--- src/rtl/addsub_pkg.sv ---
package addsub_pkg;

  localparam int OP_W = 5;

  typedef enum logic [OP_W-1:0] {
    OP_ADD_IMM         = 5'd0,
    OP_ADD_IMM_HI      = 5'd1,
    OP_ADD             = 5'd2,
    OP_SUB_FROM        = 5'd3,
    OP_ADD_IMM_CY      = 5'd4,
    OP_ADD_IMM_CY_REC  = 5'd5,
    OP_SUB_FROM_IMM_CY = 5'd6,
    OP_ADD_CY          = 5'd7,
    OP_SUB_FROM_CY     = 5'd8,
    OP_ADD_EXT         = 5'd9,
    OP_SUB_FROM_EXT    = 5'd10,
    OP_ADD_M1_EXT      = 5'd11,
    OP_SUB_FROM_M1_EXT = 5'd12,
    OP_ADD_Z_EXT       = 5'd13,
    OP_SUB_FROM_Z_EXT  = 5'd14,
    OP_NEGATE          = 5'd15,
    OP_ADD_ALT_CY      = 5'd16
  } op_e;

  typedef enum logic [2:0] {
    BSRC_REG,
    BSRC_IMM,
    BSRC_IMM_HI,
    BSRC_ZERO,
    BSRC_ONES
  } bsrc_e;

  typedef enum logic [1:0] {
    CIN_ZERO,
    CIN_ONE,
    CIN_CY,
    CIN_OVF
  } cin_e;

  typedef struct packed {
    logic  legal;
    logic  inv_a;
    bsrc_e bsrc;
    cin_e  cin;
    logic  wr_cy;
    logic  wr_alt;
    logic  oe_ok;
    logic  rc_ok;
    logic  rc_force;
  } ctl_t;

  typedef struct packed {
    logic lt;
    logic gt;
    logic eq;
    logic so;
  } cond_t;

endpackage

--- src/rtl/addsub_decode.sv ---
module addsub_decode
  import addsub_pkg::*;
(
  input  logic [OP_W-1:0] op_i,
  output ctl_t            ctl_o
);

  always_comb begin
    ctl_o       = '0;
    ctl_o.legal = 1'b1;
    ctl_o.bsrc  = BSRC_REG;
    ctl_o.cin   = CIN_ZERO;
    case (op_i)
      OP_ADD_IMM: begin
        ctl_o.bsrc = BSRC_IMM;
      end
      OP_ADD_IMM_HI: begin
        ctl_o.bsrc = BSRC_IMM_HI;
      end
      OP_ADD: begin
        ctl_o.oe_ok = 1'b1;
        ctl_o.rc_ok = 1'b1;
      end
      OP_SUB_FROM: begin
        ctl_o.inv_a = 1'b1;
        ctl_o.cin   = CIN_ONE;
        ctl_o.oe_ok = 1'b1;
        ctl_o.rc_ok = 1'b1;
      end
      OP_ADD_IMM_CY: begin
        ctl_o.bsrc  = BSRC_IMM;
        ctl_o.wr_cy = 1'b1;
      end
      OP_ADD_IMM_CY_REC: begin
        ctl_o.bsrc     = BSRC_IMM;
        ctl_o.wr_cy    = 1'b1;
        ctl_o.rc_force = 1'b1;
      end
      OP_SUB_FROM_IMM_CY: begin
        ctl_o.inv_a = 1'b1;
        ctl_o.bsrc  = BSRC_IMM;
        ctl_o.cin   = CIN_ONE;
        ctl_o.wr_cy = 1'b1;
      end
      OP_ADD_CY: begin
        ctl_o.wr_cy = 1'b1;
        ctl_o.oe_ok = 1'b1;
        ctl_o.rc_ok = 1'b1;
      end
      OP_SUB_FROM_CY: begin
        ctl_o.inv_a = 1'b1;
        ctl_o.cin   = CIN_ONE;
        ctl_o.wr_cy = 1'b1;
        ctl_o.oe_ok = 1'b1;
        ctl_o.rc_ok = 1'b1;
      end
      OP_ADD_EXT: begin
        ctl_o.cin   = CIN_CY;
        ctl_o.wr_cy = 1'b1;
        ctl_o.oe_ok = 1'b1;
        ctl_o.rc_ok = 1'b1;
      end
      OP_SUB_FROM_EXT: begin
        ctl_o.inv_a = 1'b1;
        ctl_o.cin   = CIN_CY;
        ctl_o.wr_cy = 1'b1;
        ctl_o.oe_ok = 1'b1;
        ctl_o.rc_ok = 1'b1;
      end
      OP_ADD_M1_EXT: begin
        ctl_o.bsrc  = BSRC_ONES;
        ctl_o.cin   = CIN_CY;
        ctl_o.wr_cy = 1'b1;
        ctl_o.oe_ok = 1'b1;
        ctl_o.rc_ok = 1'b1;
      end
      OP_SUB_FROM_M1_EXT: begin
        ctl_o.inv_a = 1'b1;
        ctl_o.bsrc  = BSRC_ONES;
        ctl_o.cin   = CIN_CY;
        ctl_o.wr_cy = 1'b1;
        ctl_o.oe_ok = 1'b1;
        ctl_o.rc_ok = 1'b1;
      end
      OP_ADD_Z_EXT: begin
        ctl_o.bsrc  = BSRC_ZERO;
        ctl_o.cin   = CIN_CY;
        ctl_o.wr_cy = 1'b1;
        ctl_o.oe_ok = 1'b1;
        ctl_o.rc_ok = 1'b1;
      end
      OP_SUB_FROM_Z_EXT: begin
        ctl_o.inv_a = 1'b1;
        ctl_o.bsrc  = BSRC_ZERO;
        ctl_o.cin   = CIN_CY;
        ctl_o.wr_cy = 1'b1;
        ctl_o.oe_ok = 1'b1;
        ctl_o.rc_ok = 1'b1;
      end
      OP_NEGATE: begin
        ctl_o.inv_a = 1'b1;
        ctl_o.bsrc  = BSRC_ZERO;
        ctl_o.cin   = CIN_ONE;
        ctl_o.oe_ok = 1'b1;
        ctl_o.rc_ok = 1'b1;
      end
      OP_ADD_ALT_CY: begin
        ctl_o.cin    = CIN_OVF;
        ctl_o.wr_alt = 1'b1;
      end
      default: begin
        ctl_o.legal = 1'b0;
      end
    endcase
  end

endmodule

--- src/rtl/addsub_adder.sv ---
module addsub_adder #(
  parameter int DATA_W = 64
) (
  input  logic [DATA_W-1:0] x_i,
  input  logic [DATA_W-1:0] y_i,
  input  logic              cin_i,
  output logic [DATA_W-1:0] sum_o,
  output logic              c_half_o,
  output logic              c_full_o,
  output logic              v_half_o,
  output logic              v_full_o
);

  localparam int LO_W = DATA_W / 2;
  localparam int HI_W = DATA_W - LO_W;

  logic [LO_W:0] lo_sum;
  logic [HI_W:0] hi_sum;

  // Low half first; its carry feeds the high half and is the half-boundary carry.
  assign lo_sum = {1'b0, x_i[LO_W-1:0]} + {1'b0, y_i[LO_W-1:0]} + {{LO_W{1'b0}}, cin_i};
  assign hi_sum = {1'b0, x_i[DATA_W-1:LO_W]} + {1'b0, y_i[DATA_W-1:LO_W]}
                + {{HI_W{1'b0}}, lo_sum[LO_W]};

  assign sum_o    = {hi_sum[HI_W-1:0], lo_sum[LO_W-1:0]};
  assign c_half_o = lo_sum[LO_W];
  assign c_full_o = hi_sum[HI_W];

  // Signed overflow: like-signed addends giving an opposite-signed sum.
  assign v_half_o = (x_i[LO_W-1] == y_i[LO_W-1]) && (sum_o[LO_W-1] != x_i[LO_W-1]);
  assign v_full_o = (x_i[DATA_W-1] == y_i[DATA_W-1]) && (sum_o[DATA_W-1] != x_i[DATA_W-1]);

endmodule

--- src/rtl/addsub_flags.sv ---
module addsub_flags
  import addsub_pkg::*;
#(
  parameter int DATA_W = 64
) (
  input  logic              clk,
  input  logic              rst_n,
  input  logic              en_i,
  input  ctl_t              ctl_i,
  input  logic              rc_i,
  input  logic              oe_i,
  input  logic [DATA_W-1:0] sum_i,
  input  logic              c_half_i,
  input  logic              c_full_i,
  input  logic              v_half_i,
  input  logic              v_full_i,
  output logic              cy_o,
  output logic              cy32_o,
  output logic              ovf_o,
  output logic              ovf32_o,
  output logic              sovf_o,
  output cond_t             cond_o
);

  logic  cy_q, cy32_q, ovf_q, ovf32_q, sovf_q;
  logic  cy_d, cy32_d, ovf_d, ovf32_d, sovf_d;
  cond_t cond_q, cond_d;
  logic  rec_en;
  logic  sum_zero;

  assign rec_en   = ctl_i.rc_force || (ctl_i.rc_ok && rc_i);
  assign sum_zero = (sum_i == '0);

  always_comb begin
    cy_d    = cy_q;
    cy32_d  = cy32_q;
    ovf_d   = ovf_q;
    ovf32_d = ovf32_q;
    sovf_d  = sovf_q;
    cond_d  = cond_q;
    if (ctl_i.wr_cy) begin
      cy_d   = c_full_i;
      cy32_d = c_half_i;
    end
    if (ctl_i.wr_alt) begin
      ovf_d   = c_full_i;
      ovf32_d = c_half_i;
    end else if (ctl_i.oe_ok && oe_i) begin
      ovf_d   = v_full_i;
      ovf32_d = v_half_i;
      sovf_d  = sovf_q | v_full_i;
    end
    if (rec_en) begin
      cond_d.lt = sum_i[DATA_W-1];
      cond_d.gt = !sum_i[DATA_W-1] && !sum_zero;
      cond_d.eq = sum_zero;
      cond_d.so = sovf_d;
    end
  end

  always_ff @(posedge clk or negedge rst_n) begin
    if (!rst_n) begin
      cy_q    <= 1'b0;
      cy32_q  <= 1'b0;
      ovf_q   <= 1'b0;
      ovf32_q <= 1'b0;
      sovf_q  <= 1'b0;
      cond_q  <= '0;
    end else if (en_i) begin
      cy_q    <= cy_d;
      cy32_q  <= cy32_d;
      ovf_q   <= ovf_d;
      ovf32_q <= ovf32_d;
      sovf_q  <= sovf_d;
      cond_q  <= cond_d;
    end
  end

  assign cy_o    = cy_q;
  assign cy32_o  = cy32_q;
  assign ovf_o   = ovf_q;
  assign ovf32_o = ovf32_q;
  assign sovf_o  = sovf_q;
  assign cond_o  = cond_q;

endmodule

--- src/rtl/addsub_unit.sv ---
module addsub_unit
  import addsub_pkg::*;
#(
  parameter int DATA_W = 64,
  parameter int IMM_W  = 16
) (
  input  logic              clk,
  input  logic              rst_n,
  input  logic              in_valid,
  input  logic [OP_W-1:0]   op,
  input  logic [DATA_W-1:0] src_a,
  input  logic [DATA_W-1:0] src_b,
  input  logic [IMM_W-1:0]  imm,
  input  logic              rc_en,
  input  logic              oe_en,
  output logic              out_valid,
  output logic [DATA_W-1:0] result,
  output logic              cy_flag,
  output logic              cy32_flag,
  output logic              ovf_flag,
  output logic              ovf32_flag,
  output logic              sovf_flag,
  output logic [3:0]        cond_flags
);

  localparam int EXT_W = DATA_W - IMM_W;

  // Reset: asserted asynchronously, released through two flops.
  logic rst_meta_n, rst_ok_n;
  always_ff @(posedge clk or negedge rst_n) begin
    if (!rst_n) begin
      rst_meta_n <= 1'b0;
      rst_ok_n   <= 1'b0;
    end else begin
      rst_meta_n <= 1'b1;
      rst_ok_n   <= rst_meta_n;
    end
  end

  ctl_t ctl;
  addsub_decode u_decode (
    .op_i  (op),
    .ctl_o (ctl)
  );

  logic [DATA_W-1:0] imm_ext, imm_hi;
  assign imm_ext = {{EXT_W{imm[IMM_W-1]}}, imm};

  generate
    if (DATA_W > 2 * IMM_W) begin : g_hi_ext
      assign imm_hi = {{(DATA_W - 2 * IMM_W){imm[IMM_W-1]}}, imm, {IMM_W{1'b0}}};
    end else begin : g_hi_trunc
      logic [2*IMM_W-1:0] hi_wide;
      assign hi_wide = {imm, {IMM_W{1'b0}}};
      assign imm_hi  = hi_wide[DATA_W-1:0];
    end
  endgenerate

  logic [DATA_W-1:0] opnd_x, opnd_y;
  logic              cin;

  assign opnd_x = ctl.inv_a ? ~src_a : src_a;

  always_comb begin
    case (ctl.bsrc)
      BSRC_IMM:    opnd_y = imm_ext;
      BSRC_IMM_HI: opnd_y = imm_hi;
      BSRC_ZERO:   opnd_y = '0;
      BSRC_ONES:   opnd_y = '1;
      default:     opnd_y = src_b;
    endcase
  end

  logic cy_q, cy32_q, ovf_q, ovf32_q, sovf_q;
  cond_t cond_q;

  always_comb begin
    case (ctl.cin)
      CIN_ONE: cin = 1'b1;
      CIN_CY:  cin = cy_q;
      CIN_OVF: cin = ovf_q;
      default: cin = 1'b0;
    endcase
  end

  logic [DATA_W-1:0] sum;
  logic c_half, c_full, v_half, v_full;

  addsub_adder #(.DATA_W(DATA_W)) u_adder (
    .x_i      (opnd_x),
    .y_i      (opnd_y),
    .cin_i    (cin),
    .sum_o    (sum),
    .c_half_o (c_half),
    .c_full_o (c_full),
    .v_half_o (v_half),
    .v_full_o (v_full)
  );

  logic accept;
  assign accept = in_valid && ctl.legal;

  addsub_flags #(.DATA_W(DATA_W)) u_flags (
    .clk      (clk),
    .rst_n    (rst_ok_n),
    .en_i     (accept),
    .ctl_i    (ctl),
    .rc_i     (rc_en),
    .oe_i     (oe_en),
    .sum_i    (sum),
    .c_half_i (c_half),
    .c_full_i (c_full),
    .v_half_i (v_half),
    .v_full_i (v_full),
    .cy_o     (cy_q),
    .cy32_o   (cy32_q),
    .ovf_o    (ovf_q),
    .ovf32_o  (ovf32_q),
    .sovf_o   (sovf_q),
    .cond_o   (cond_q)
  );

  logic              valid_q;
  logic [DATA_W-1:0] result_q;

  always_ff @(posedge clk or negedge rst_ok_n) begin
    if (!rst_ok_n) begin
      valid_q <= 1'b0;
    end else begin
      valid_q <= accept;
    end
  end

  always_ff @(posedge clk or negedge rst_ok_n) begin
    if (!rst_ok_n) begin
      result_q <= '0;
    end else if (accept) begin
      result_q <= sum;
    end
  end

  assign out_valid  = valid_q;
  assign result     = result_q;
  assign cy_flag    = cy_q;
  assign cy32_flag  = cy32_q;
  assign ovf_flag   = ovf_q;
  assign ovf32_flag = ovf32_q;
  assign sovf_flag  = sovf_q;
  assign cond_flags = cond_q;

endmodule

--- config.mk ---
export PLATFORM = sky130hd
export DESIGN_NAME = addsub_unit
export DESIGN_NICKNAME = d
export VERILOG_FILES = /design/src/rtl/addsub_pkg.sv /design/src/rtl/addsub_decode.sv /design/src/rtl/addsub_adder.sv /design/src/rtl/addsub_flags.sv /design/src/rtl/addsub_unit.sv
export SDC_FILE = /design/constraint.sdc
export NUM_CORES = 1
export LEC_CHECK = 0
export BUFFER_PORTS_ARGS = -buffer_cell sky130_fd_sc_hd__buf_2
export CORE_MARGIN = 5
export CORE_UTILIZATION = 51
export CTS_BUF_LIST = sky130_fd_sc_hd__clkbuf_8
export DETAILED_ROUTE_END_ITERATION = 12
export PLACE_DENSITY = 0.8
export REMOVE_ABC_BUFFERS = 1
export SLEW_MARGIN = 20
export SYNTH_ARGS = -nofsm -noshare
export SYNTH_HDL_FRONTEND = slang
export SYNTH_HIERARCHICAL = 1
export SYNTH_SLANG_ARGS = --single-unit
--- constraint.sdc ---
create_clock -name clk -period 2.23 [get_ports clk]
set_input_delay 0.223 -clock clk [delete_from_list [all_inputs] [get_ports clk]]
set_output_delay 0.223 -clock clk [all_outputs]
set_load 0.03 [all_outputs]
Word-level counts from Yosys, hierarchy flattened
Index checks and enable logic that the tools add are counted.

cells by class
  add/subtract/negate cells = 4
  eq/ne operators = 27
  multiplexer cells = 17
  bitwise operators = 2
  reduce and logical (&&, ||, !) cells = 24

operators by type and width
  kind                                                  count
  case mux 64 bit (4 select lines)                      1
  adder 32 x 32 -> 33 bit                               2
  adder 33 x 1 -> 33 bit                                2
  logical NOT 64 bit                                    1
  2-to-1 mux 64 bit                                     1
  inverter 64 bit                                       1
  equality test 5 x 4 -> 1 bit (second input constant)  8
  OR reduction 11 bit                                   2
  equality test 5 x 3 -> 1 bit (second input constant)  4
  OR reduction 17 bit                                   1
  case mux 3 bit (4 select lines)                       1
  2-to-1 mux 1 bit                                      11
  equality test 5 x 2 -> 1 bit (second input constant)  2
  OR reduction 4 bit                                    2
  OR reduction 7 bit                                    1
  equality test 3 x 2 -> 1 bit (second input constant)  2
  logical AND 1 bit                                     6
  case mux 2 bit (3 select lines)                       1
  AND reduction 2 bit                                   3
  OR reduction 6 bit                                    1
  equality test 5 x 1 -> 1 bit (second input constant)  1
  equality test 5 bit (second input constant)           1
  logical NOT 5 bit                                     1
  equality test 2 bit (second input constant)           2
  13 further kinds                                      16

storage, ports and cells
  register bits = 76
  bits of input ports = 154
  output and inout bits = 74
  logic and storage cells = 87

Depth between registers and ports, before layout
  depth after elaboration = 13
  mapped depth = 34

Cells and area by module
The synthesis kept the hierarchy.

modules (own cells, without submodules)
  module         times used  cells an instance  area each (µm²)
  addsub_unit    1           472                4,720.8
  addsub_adder   1           493                3,409.5
  addsub_flags   1           53                 530.5
  addsub_decode  1           44                 265.3

Least setup slack after synthesis
No wires, ideal clock.

  kind = in2reg
  start point = input op[1]
  end point = register, netlist name u_flags/cond_o[1]
  arrival = 6.639 ns
  required time = 2.164 ns
  setup slack = -4.476 ns
  stages on the path = 33
  path buffers = 3
  cell sequence = buf_2 > nor3_1 > a21oi_1 > nor3_1 > buf_2 > buf_1 > a211oi_1 > a21o_1 > inv_1 > fa_1 > inv_1 > fa_1 > a21o_1 > a221oi_1 > o21ai_1 > a31oi_1 > nand2_1 > a31oi_1 > o21a_1 > fa_1 > inv_1 > fa_1 > a21o_1 > a311o_1 > a31oi_1 > nand2_1 > a221oi_2 > a21oi_1 > xor2_1 > nor4_1 > nand4_1 > nor4_2 > mux2_1

RTL lines
  element      line               text
  from (decl)  addsub_unit.sv:10  input logic [OP_W-1:0] op,

==> report_table.html <==
<table>
<tr><th>Metric</th><th>Value</th></tr>
<tr><th colspan="2">CTS</th></tr>
<tr><td>Clk buf depth</td><td>2</td></tr>
<tr><td>Num CTS Buffers</td><td>9</td></tr>
<tr><td>Total clock sinks</td><td>76</td></tr>
<tr><td>Clock slew seen by the registers of the worst setup and hold paths</td><td>110 ps</td></tr>
<tr><td>CTS tree</td><td>built</td></tr>
<tr><td>Clock root buffer</td><td>sky130_fd_sc_hd__clkbuf_8</td></tr>
<tr><td>CTS HTree Levels</td><td>3</td></tr>
<tr><td>Clock latency of the later-clocked register in the worst-skew pair</td><td>390 ps</td></tr>
<tr><th colspan="2">Timing</th></tr>
<tr><td>Final setup violating endpoints</td><td>72</td></tr>
<tr><td>Worst hold slack</td><td>133.9 ps</td></tr>
<tr><td>Slew at the pin closest to its max-slew limit</td><td>around 620 ps</td></tr>
<tr><td>Headroom to the max-slew limit</td><td>0.5861</td></tr>
<tr><td>Final-report hold violation count</td><td>0</td></tr>
<tr><td>Post-route setup TNS</td><td>-158300 ps</td></tr>
<tr><td>Maximum clock frequency</td><td>approximately 0.16 GHz</td></tr>
<tr><td>Worst Clk Skew</td><td>15.78 ps</td></tr>
<tr><td>Final period util</td><td>2.727</td></tr>
<tr><td>Final min period</td><td>approximately 6100 ps</td></tr>
<tr><td>Final WS setup</td><td>-3852 ps</td></tr>
<tr><td>RSZ-0062 raised after global routing</td><td>true</td></tr>
<tr><td>Max-slew violations</td><td>0</td></tr>
<tr><th colspan="2">Yosys</th></tr>
<tr><td>Dominant combinational cell family by area after synthesis</td><td>compound AO/OA/AOI/OAI gates</td></tr>
<tr><td>Post-synthesis sequential element count</td><td>76</td></tr>
<tr><td>Post-synthesis share of cell area spent on xor and xnor gates</td><td>0.1227</td></tr>
<tr><td>Top cells by area in the synthesized netlist</td><td>sky130_fd_sc_hd__dfrtp_1 21%, sky130_fd_sc_hd__ha_1 8.7%, sky130_fd_sc_hd__mux2_2 8.6%</td></tr>
<tr><td>Most area-hungry cell type in the Yosys netlist</td><td>sky130_fd_sc_hd__dfrtp_1</td></tr>
<tr><td>Asr flop ratio synth</td><td>1.000</td></tr>
<tr><td>Post-synthesis share of cell area spent on and, or, nand and nor gates</td><td>0.1340</td></tr>
<tr><td>Mux share of post-synthesis cell area</td><td>0.09041</td></tr>
<tr><td>Number of distinct library cell variants in the gate-level netlist after synthesis</td><td>66</td></tr>
<tr><td>Per-instance average area after synthesis</td><td>8.405 µm²</td></tr>
<tr><td>Top cells by count, synth</td><td>125 x sky130_fd_sc_hd__a21oi_1, 85 x sky130_fd_sc_hd__xor2_1, 84 x sky130_fd_sc_hd__o21ai_0</td></tr>
<tr><td>Fraction of the mapped netlist area in compound gates</td><td>0.2930</td></tr>
<tr><td>Cell count after synthesis</td><td>~1.1k</td></tr>
<tr><td>Number of enable flip-flop cells after synthesis</td><td>0</td></tr>
<tr><td>Library cell with the highest instance count after synthesis</td><td>sky130_fd_sc_hd__a21oi_1</td></tr>
<tr><td>Fraction of the mapped netlist area in adder cells</td><td>0.09588</td></tr>
<tr><td>Combined area of all synthesized cells</td><td>8926 µm²</td></tr>
<tr><td>Portion of synthesized cell area occupied by the leading cell type</td><td>0.2131</td></tr>
<tr><td>Share of synthesized area occupied by flip-flops and latches</td><td>0.2131</td></tr>
<tr><td>Top flip-flop cell by instance count after synthesis</td><td>sky130_fd_sc_hd__dfrtp_1</td></tr>
<tr><td>Number of synthesis warnings</td><td>6</td></tr>
<tr><th colspan="2">Power</th></tr>
<tr><td>Portion of total power attributed to combinational logic</td><td>0.730</td></tr>
<tr><td>Proportion of total power due to net switching</td><td>0.4721</td></tr>
<tr><td>Net load switching power</td><td>between 6 and 7 mW</td></tr>
<tr><td>Pleak</td><td>7.067 nW</td></tr>
<tr><td>Part of the power in the clock network</td><td>0.099</td></tr>
<tr><td>Int Pwr</td><td>7.530 mW</td></tr>
<tr><td>PwrDens</td><td>approximately 980 nW/µm²</td></tr>
<tr><td>Register share of total power</td><td>0.171</td></tr>
<tr><td>Maximum vdd drop</td><td>689.5 µV</td></tr>
<tr><th colspan="2">Route</th></tr>
<tr><td>Via count</td><td>11.75k</td></tr>
<tr><td>Average via count per standard cell</td><td>roughly 6.5</td></tr>
<tr><td>Routed Antenna Nets</td><td>0</td></tr>
<tr><td>Number of optimization iterations in the first detailed-route pass</td><td>5</td></tr>
<tr><td>Number of remaining DRC errors</td><td>0</td></tr>
<tr><td>Routed WL per cell</td><td>22.89 µm</td></tr>
<tr><td>Overall routed net length</td><td>a little over 40000 µm</td></tr>
<tr><td>Violation count after the first detailed-route iteration</td><td>1339</td></tr>
<tr><th colspan="2">Floorplan</th></tr>
<tr><td>I/O pin cnt</td><td>between 200 and 250</td></tr>
<tr><td>Starting density of the core</td><td>0.5179</td></tr>
<tr><td>Area of the die</td><td>20250 µm²</td></tr>
<tr><td>Placement Rows</td><td>between 40 and 50</td></tr>
<tr><td>Core area</td><td>17240 µm²</td></tr>
<tr><td>Die H</td><td>142.3 µm</td></tr>
<tr><td>Die width</td><td>142.3 µm</td></tr>
<tr><th colspan="2">Worst setup path</th></tr>
<tr><td>Crit Reg-Reg Endpoint</td><td>u_flags/cond_o[1]</td></tr>
<tr><td>Max Fanout on Critical Path</td><td>5</td></tr>
<tr><td>Path type of the worst setup path</td><td>in2reg</td></tr>
<tr><td>Worst reg-to-reg setup slack</td><td>-3700 ps</td></tr>
<tr><td>Startpoint of the most critical register-to-register path</td><td>u_flags/cy_o</td></tr>
<tr><td>Critical Path End Type</td><td>register</td></tr>
<tr><td>Data required time at the worst endpoint</td><td>between 2000 and 3000 ps</td></tr>
<tr><td>Most used cell, CP</td><td>sky130_fd_sc_hd__fa_2</td></tr>
<tr><td>Delay of the slowest cell on the worst path</td><td>370 ps</td></tr>
<tr><td>Startpoint type of the worst setup path</td><td>primary input</td></tr>
<tr><td>CP arrival</td><td>6420 ps</td></tr>
<tr><td>Cell with the largest stage delay on the worst path</td><td>sky130_fd_sc_hd__fa_2</td></tr>
<tr><td>Reg2Reg Depth</td><td>29</td></tr>
<tr><th colspan="2">Cells and area</th></tr>
<tr><td>Post-route cell area</td><td>14500 µm²</td></tr>
<tr><td>Fraction of final layout cells sized beyond drive strength 1</td><td>0.5500</td></tr>
<tr><td>Final non-filler cell total</td><td>1817</td></tr>
<tr><td>Area growth from synthesis to layout</td><td>62.42%</td></tr>
<tr><td># nets final</td><td>around 1.8k</td></tr>
<tr><th colspan="2">Place</th></tr>
<tr><td>HPWL after detailed placement</td><td>26820 µm</td></tr>
<tr><td>Number of placed instances, taps included</td><td>1749</td></tr>
<tr><td>Cell area reported after detailed placement</td><td>12400 µm²</td></tr>
<tr><td>Minimum setup slack after placement</td><td>-4467 ps</td></tr>
<tr><td>Port Buffer Count</td><td>227</td></tr>
<tr><td>Gp weighted congestion</td><td>approximately 0.97</td></tr>
<tr><th colspan="2">Global route</th></tr>
<tr><td>Number of antenna violations at the first check in global routing</td><td>0</td></tr>
<tr><td>All-layer global routing usage</td><td>0.3510</td></tr>
<tr><td>Gr ovfl total</td><td>0</td></tr>
<tr><td>First-pass GRT wire length</td><td>57090 µm</td></tr>
<tr><td>Via count of the first global-routing pass</td><td>~11k</td></tr>
<tr><td>Maximum number of pins on one net before global-route repair</td><td>50</td></tr>
<tr><th colspan="2">Job</th></tr>
<tr><td>Number of max-cap violations</td><td>0</td></tr>
<tr><th colspan="2">Min path</th></tr>
<tr><td>Path category of the worst min-delay check</td><td>in2async</td></tr>
<tr><th colspan="2">Status</th></tr>
<tr><td>Failing checks</td><td>negative setup slack</td></tr>
<tr><td>Run status</td><td>finished, violations left</td></tr>
</table>
==> flip-flops by register name (all words and copies together), names as in the netlist <==
signal           cells
result              64
u_flags/cond_o       4
out_valid            1
rst_meta_n           1
rst_ok_n             1
u_flags/cy32_o       1
u_flags/cy_o         1
u_flags/ovf32_o      1
u_flags/ovf_o        1
u_flags/sovf_o       1
==> through the flow <==
step,utilization,power [mW]
floorplan,-,7.006
global placement,0.7196,10.65
detailed placement,0.7196,10.79
CTS,0.7874,12.95
global route,0.8410,14.85
finish,0.8411,14.26
==> logic make-up (layout without fill, tap and decap cells) <==
kind of cell / Yosys count / in the layout
AOI/OAI and AO/OA: 393 / 393
and+or+nand+nor: 228 / 229
xor gates and xnor gates: 125 / 125
buffers and inverters: 101 / 629
DFF: 76 / 76
muxes: 72 / 72
adders and majority gates: 66 / 66
other: 1 / 2
==> cell usage in the layout, fill, tap and decap left out, drive strengths merged, types with 17 or more instances in the layout <==
cell	count
buf	589
nand2	55
mux2	69
nor4	18
nor2	41
o21ai	88
nor3	24
o211ai	39
inv	24
xor2	85
nand2b	24
a31oi	17
xnor2	40
a21o	40
a21oi	125
a211oi	21
dfrtp	76
ha	62
==> per-layer routing <==
layer | GRT usage | part of all wire
met1 | 0.4483 | 0.37
met2 | 0.5781 | 0.46
met3 | 0.07023 | 0.10
met4 | 0.1531 | 0.064
met5 | 0 | 0
==> what timing repair did <==
item                                    CTS  global route
hold endpoints to repair                  2             0
hold buffers                              1             0
cloned                                    1             1
buffers inserted                         27            33
endpoints found under the setup margin   73            73
resized for setup                       149           144
pin swaps                                60            62
==> layout make-up <==
type                       count  area, µm²
clock buffer                   9      123.9
inverter                      23      90.09
timing repair buffer         590       4165
sequential                    76       1906
fill                         925       2739
antenna                        1      2.502
tap                          225      281.5
clock inverter                 7      122.6
multi-input combinational    886       7806
==> power by group through the flow <==
stage	registers (mW)	clock network, mW	logic [mW]
after floorplan	3.66	0	3.35
after global placement	2.39	0	8.26
after detailed placement	2.43	0	8.35
after CTS	2.41	1.43	9.12
after global routing	2.51	1.48	10.9
final	2.44	1.41	10.4
==> how the worst max path moves through the flow <==
stage / cells past startpoint / from / slack [ps] / endpoint
after floorplan: 28 / op[1] / -10140 / u_flags/cond_o[1]
after global placement: 32 / op[1] / -4180 / u_flags/cond_o[1]
after detailed placement: 31 / op[1] / -4470 / u_flags/cond_o[1]
after CTS: 32 / op[0] / -3520 / u_flags/cond_o[1]
after global routing: 33 / op[0] / -4080 / u_flags/cond_o[1]
final: 34 / op[0] / -3850 / u_flags/cond_o[1]
==> worst max-delay path, delay by kind of cell <==
kind	cells	cell delay, ps
compound gates	15	2870
fa+ha+maj	4	1200
simple gates	6	1130
buf+inv	7	670
mux	1	200
xor+xnor	1	110
(Power assumes the default switching activity.)
